==> src/rtl/trap_pkg.sv <==
package trap_pkg;
  typedef enum logic [1:0] {
    CAUSE_UNDEF = 2'd0,
    CAUSE_OVF   = 2'd1,
    CAUSE_HWERR = 2'd2
  } cause_e;
endpackage

==> src/rtl/trap_select.sv <==
module trap_select
  import trap_pkg::*;
#(
  parameter int unsigned ADDR_W = 64
) (
  input  logic              dec_valid_i,
  input  logic              dec_undef_i,
  input  logic [ADDR_W-1:0] dec_pc_i,
  input  logic              exe_valid_i,
  input  logic              exe_ovf_i,
  input  logic              exe_hwerr_i,
  input  logic [ADDR_W-1:0] exe_pc_i,
  output logic              take_o,
  output logic              from_exe_o,
  output cause_e            cause_o,
  output logic [ADDR_W-1:0] pc_o
);
  logic exe_fault, dec_fault;

  assign exe_fault = exe_valid_i & (exe_ovf_i | exe_hwerr_i);
  assign dec_fault = dec_valid_i & dec_undef_i;

  // execute holds the older instruction; malfunction outranks overflow
  always_comb begin
    take_o     = exe_fault | dec_fault;
    from_exe_o = exe_fault;
    cause_o    = CAUSE_UNDEF;
    pc_o       = dec_pc_i;
    if (exe_fault) begin
      pc_o    = exe_pc_i;
      cause_o = exe_hwerr_i ? CAUSE_HWERR : CAUSE_OVF;
    end
  end
endmodule

==> src/rtl/trap_vector.sv <==
module trap_vector
  import trap_pkg::*;
#(
  parameter int unsigned      ADDR_W     = 64,
  parameter int unsigned      OFS_W      = 6,
  parameter bit               VEC_EN     = 1'b1,
  parameter logic [ADDR_W-1:0] FIXED_ENTRY = 64'h0000_0000_1C09_0000,
  parameter logic [OFS_W-1:0] OFS_UNDEF  = 6'b000000,
  parameter logic [OFS_W-1:0] OFS_OVF    = 6'b101100,
  parameter logic [OFS_W-1:0] OFS_HWERR  = 6'b111111
) (
  input  logic              vec_mode_i,
  input  logic [ADDR_W-1:0] vec_base_i,
  input  cause_e            cause_i,
  output logic [ADDR_W-1:0] target_o
);
  localparam int unsigned PAD_W = ADDR_W - OFS_W;

  logic [OFS_W-1:0] ofs;

  always_comb begin
    unique case (cause_i)
      CAUSE_OVF:   ofs = OFS_OVF;
      CAUSE_HWERR: ofs = OFS_HWERR;
      default:     ofs = OFS_UNDEF;
    endcase
  end

  generate
    if (VEC_EN) begin : g_vec
      assign target_o = vec_mode_i ? (vec_base_i + {{PAD_W{1'b0}}, ofs})
                                   : FIXED_ENTRY;
    end else begin : g_fixed
      logic unused;
      assign unused   = vec_mode_i ^ (^vec_base_i) ^ (^ofs);
      assign target_o = FIXED_ENTRY;
    end
  endgenerate
endmodule

==> src/rtl/trap_regs.sv <==
module trap_regs
  import trap_pkg::*;
#(
  parameter int unsigned ADDR_W = 64,
  parameter int unsigned SYN_W  = 32
) (
  input  logic              clk_i,
  input  logic              rst_ni,
  input  logic              we_i,
  input  cause_e            cause_i,
  input  logic [ADDR_W-1:0] pc_i,
  output logic [ADDR_W-1:0] link_o,
  output logic [SYN_W-1:0]  syndrome_o
);
  localparam logic [ADDR_W-1:0] INSN_BYTES = ADDR_W'(4);

  logic [ADDR_W-1:0] link_q;
  logic              syn_bit_q;

  always_ff @(posedge clk_i or negedge rst_ni) begin
    if (!rst_ni) begin
      link_q    <= '0;
      syn_bit_q <= 1'b0;
    end else if (we_i) begin
      link_q    <= pc_i + INSN_BYTES;
      syn_bit_q <= (cause_i == CAUSE_OVF);
    end
  end

  assign link_o     = link_q;
  assign syndrome_o = {{(SYN_W-1){1'b0}}, syn_bit_q};
endmodule

==> src/rtl/trap_ctrl.sv <==
module trap_ctrl
  import trap_pkg::*;
#(
  parameter int unsigned       ADDR_W      = 64,
  parameter int unsigned       SYN_W       = 32,
  parameter int unsigned       OFS_W       = 6,
  parameter bit                VEC_EN      = 1'b1,
  parameter logic [ADDR_W-1:0] FIXED_ENTRY = 64'h0000_0000_1C09_0000
) (
  input  logic              clk_i,
  input  logic              rst_ni,
  input  logic              vec_mode_i,
  input  logic [ADDR_W-1:0] vec_base_i,
  input  logic              dec_valid_i,
  input  logic              dec_undef_i,
  input  logic [ADDR_W-1:0] dec_pc_i,
  input  logic              exe_valid_i,
  input  logic              exe_ovf_i,
  input  logic              exe_hwerr_i,
  input  logic [ADDR_W-1:0] exe_pc_i,
  output logic              flush_fetch_o,
  output logic              flush_decode_o,
  output logic              flush_exec_o,
  output logic              redirect_o,
  output logic [ADDR_W-1:0] redirect_pc_o,
  output logic [ADDR_W-1:0] link_o,
  output logic [SYN_W-1:0]  syndrome_o
);
  logic              take, from_exe;
  cause_e            cause;
  logic [ADDR_W-1:0] fault_pc;

  trap_select #(.ADDR_W(ADDR_W)) u_sel (
    .dec_valid_i (dec_valid_i),
    .dec_undef_i (dec_undef_i),
    .dec_pc_i    (dec_pc_i),
    .exe_valid_i (exe_valid_i),
    .exe_ovf_i   (exe_ovf_i),
    .exe_hwerr_i (exe_hwerr_i),
    .exe_pc_i    (exe_pc_i),
    .take_o      (take),
    .from_exe_o  (from_exe),
    .cause_o     (cause),
    .pc_o        (fault_pc)
  );

  trap_vector #(
    .ADDR_W      (ADDR_W),
    .OFS_W       (OFS_W),
    .VEC_EN      (VEC_EN),
    .FIXED_ENTRY (FIXED_ENTRY)
  ) u_vec (
    .vec_mode_i (vec_mode_i),
    .vec_base_i (vec_base_i),
    .cause_i    (cause),
    .target_o   (redirect_pc_o)
  );

  trap_regs #(.ADDR_W(ADDR_W), .SYN_W(SYN_W)) u_regs (
    .clk_i      (clk_i),
    .rst_ni     (rst_ni),
    .we_i       (take),
    .cause_i    (cause),
    .pc_i       (fault_pc),
    .link_o     (link_o),
    .syndrome_o (syndrome_o)
  );

  // younger stages are always cleared; execute only when it faulted
  assign flush_fetch_o  = take;
  assign flush_decode_o = take;
  assign flush_exec_o   = take & from_exe;
  assign redirect_o     = take;
endmodule

==> config.mk <==
export PLATFORM = sky130hd
export DESIGN_NAME = trap_ctrl
export DESIGN_NICKNAME = d
export VERILOG_FILES = /design/src/rtl/trap_pkg.sv /design/src/rtl/trap_select.sv /design/src/rtl/trap_vector.sv /design/src/rtl/trap_regs.sv /design/src/rtl/trap_ctrl.sv
export SDC_FILE = /design/constraint.sdc
export NUM_CORES = 1
export LEC_CHECK = 0
export BUFFER_PORTS_ARGS = -buffer_cell sky130_fd_sc_hd__buf_2
export CAP_MARGIN = 20
export CORE_AREA = 3 3 140 142
export DETAILED_ROUTE_END_ITERATION = 10
export DIE_AREA = 0 0 143 145
export MAX_ROUTING_LAYER = met4
export PLACE_DENSITY = 0.83
export SLEW_MARGIN = 25
export SYNTH_ARGS = -nofsm -noshare
export SYNTH_HDL_FRONTEND = slang
export SYNTH_SLANG_ARGS = --single-unit
==> constraint.sdc <==
create_clock -name clk_i -period 4.25 [get_ports clk_i]
set_input_delay 0.2125 -clock clk_i [delete_from_list [all_inputs] [get_ports clk_i]]
set_output_delay 0.2125 -clock clk_i [all_outputs]
set_load 0.01 [all_outputs]
==> summary.md <==
| Metric | Value |
|---|---|
| Status | finished clean |
| Hold Path Class | in -> reg |
| Hold Fails Final Rpt | 0 |
| Max Cap Viol | 0 |
| Number of global-route vias before repair | 8,757 |
| Standard-cell rows | 50 |
| GRT Total Usage | 30.75% |
| F_max | 0.2932 GHz |
| Core ar. | 0.01858 mm2 |
| PortBufs | 332 |
| CP Capture Type | primary output |
| Final worst-path cycle share | 80.24% |
| Average cell area after synthesis | 7.231 um2 |
| CTS tree | yes |
| Slew margin rel. | 29.75% |
| RSZ-0062 raised after global routing | no |
| Multi-input gate area | 0.005897 mm2 |
| Gate count of the mapped netlist | 1,100 |
| Logic pwr share | 35.9% |
| DIE AREA | 0.02074 mm2 |
| Final wirelength | 32,800 um |
| Critical-path maximum fanout | 17 |
| Final min period | 3410 ps |
| Filler instances | 1,838 |
| First-pass GRT wire length | 49,400 um |
| DPL Wire Length | 25,850 um |
| P_sw | 0.8511 mW |
| Clk_skew | 0 ps |
| Ys async rst share | 100.0% |
| Sequential share of the synthesized area | 20.45% |
| P_leak | 4.463 nW |
| Post-CTS sizing | 0 |
| CP Class | in -> out |
| CTS buffer count | 9 |
| Root buf cell | clkbuf_16 |
| EDFF count, synth | 0 |
| CTS max path bufs | 2 |
| CTS clk-pin slew, worst paths | 50 ps |
| Slew Limit Fails | 0 |
| Largest area contributor in the netlist | dfrtp_1 |
| #FFs+latches synth | 65 |
| Via-to-Cell Ratio | 6.016 |
| Die width | 143 um |
| DR pass1 iterations | 7 |
| Most frequent cells in the layout | buf_2, nand2_1, nor2_1 |
| Setup-failing EPs final | 0 |
| Worst reg2reg setup slack | 3400 ps |
| Ys flop type | dfrtp_1 |
| Initial Util | 42.81% |
| Worst-margin pin slew | 1047 ps |
| Fin nets | 1,611 |
| Clk sinks | 65 |
| Avg WL per Cell | 19.95 um |
| Mapped cell area | 0.007954 mm2 |
| Worst-Skew Late Latency | 340 ps |
| Worst hold slack | 132.1 ps |
| Seq pwr share | 32.2% |
| Routability Congestion | 1.000 |
| Critical path startpoint category | primary input |
| Post-synth top area share | 20.45% |
| Layout cell share with drive strength beyond 1 | 27.03% |
| Initial DRC Count | 1,028 |
| Clock share of power | 31.9% |
| Vias | 9,890 |
| Sequential cell area | 0.001627 mm2 |
| DRC violations left | 0 |
| Commonest non-fill, non-tap cell in the layout | buf_2 |
| Internal Pwr Total | 1.478 mW |
| Pwr dens | 233.7 mW/mm2 |
| Max H-tree Level | 3 |
| Initial antenna violation count | 4 |
| Post-route ant nets | 0 |
| Yosys warnings | 0 |
| Setup TNS | 0 ps |
| Largest net degree at the start of global routing | 137 |
| Worst path arrival time | 3200 ps |
| Grt total ovfl | 0 |
| IO Count | 364 |
| Worst path required time | 4040 ps |
| Sw Ratio | 36.54% |
| Area grow syn2layout | 25.29% |
| Synth unique cells | 67 |
| Die height | 145 um |
| Largest cells by area after synthesis | dfrtp_1, xnor2_1, xor2_1 |
| VDD IR-drop max | 0.0001865 V |
[timing repair]
action,4_1_cts,5_1_grt
hold buffers,1,0
setup buffers,0,0
endpoints found under the hold margin,29,0
[metal layers]
metal	GRT usage, %	share of wire (%)	up-vias
li1	-	-	4544
met1	43.35	42	4697
met2	45.82	46	571
met3	4.515	9.3	78
met4	8.888	2.9	0
met5	-	0	-
[state kept, by name, summed over array words and instances, names as in the netlist]
| register | cells |
|---|---|
| u_regs.syn_bit_q | 1 |
| u_regs.link_o | 64 |
[synth_stat cells (8+ instances only)]
cell        n
and3_1     23
and4_1      8
dfrtp_1    65
xor2_1     63
ha_1        8
nor2_1     97
and2_1     55
buf_2      16
or3_1      16
o22ai_1    23
inv_1      17
a21oi_1    22
nand2_1   109
nand2b_1    8
nand4_1    40
xnor2_1    63
nand3_1    92
mux2i_1    31
buf_4      34
o21ai_0    80
a21boi_0   10
nor3_1     41
nor4_1     25
a31oi_1    18
o211ai_1   14
clkbuf_1   31
[power by group through the flow]
stage	Clock, mW	Combinational [mW]	Sequential, mW
finish	0.742	0.836	0.751
global route	0.774	0.911	0.760
CTS	0.749	0.829	0.750
detailed placement	0	0.824	0.760
global placement	0	0.812	0.759
floorplan	0	0.406	0.791
[worst max-delay path, stage by stage]
cell and delay, ps:
buf_2 160, o21ai_4 400, inv_2 240, ha_1 390, nand3_1 100, a21boi_0 240
o21a_1 260, o2111ai_4 310, nor4_1 430, xor2_1 180, and2_1 130, buf_2 130
[final timing paths]
check	startpoint	endpoint	cells past startpoint
max	exe_hwerr_i	redirect_pc_o[56]	12
min	dec_pc_i[0]	u_regs.link_o[0]	3
max reg2reg	u_regs.link_o[37]	u_regs.link_o[37]	3
min reg2reg	u_regs.link_o[3]	u_regs.link_o[3]	2
max in group asynchronous	rst_ni	u_regs.link_o[36]	3
min in group asynchronous	rst_ni	u_regs.link_o[54]	2
[through the flow]
stage,util (%),setup WS [ps],power (mW),std cells,cell area [um2]
finish,53.64,839.9,2.329,1644,9966
global route,53.64,559.7,2.444,1644,9966
CTS,53.58,869.7,2.328,1640,9956
detailed placement,52.03,877.3,1.584,1624,9667
global placement,52.03,947.3,1.570,1624,9667
floorplan,-,475.1,1.197,1130,8066
[cells by family after synthesis]
kind of cell / share of synthesized area (%)
AND/OR/NAND/NOR: 35.61
AO/OA/AOI/OAI: 16.89
XOR/XNOR: 13.87
buffers and inverters: 7.000
flip-flops: 20.45
multiplexers: 4.609
adder cells (fa/ha/maj): 1.510
other: 0.04715
[final cells by class]
cell class	instances	share of cell area [%]
Multi-Input combinational cell	960	59.17
Clock buffer	12	2.373
Clock inverter	3	0.4269
Sequential cell	65	16.32
Antenna cell	4	0.1004
Timing Repair Buffer	347	17.95
Tap cell	234	2.938
Inverter	19	0.7156
(Power assumes the default switching activity.)
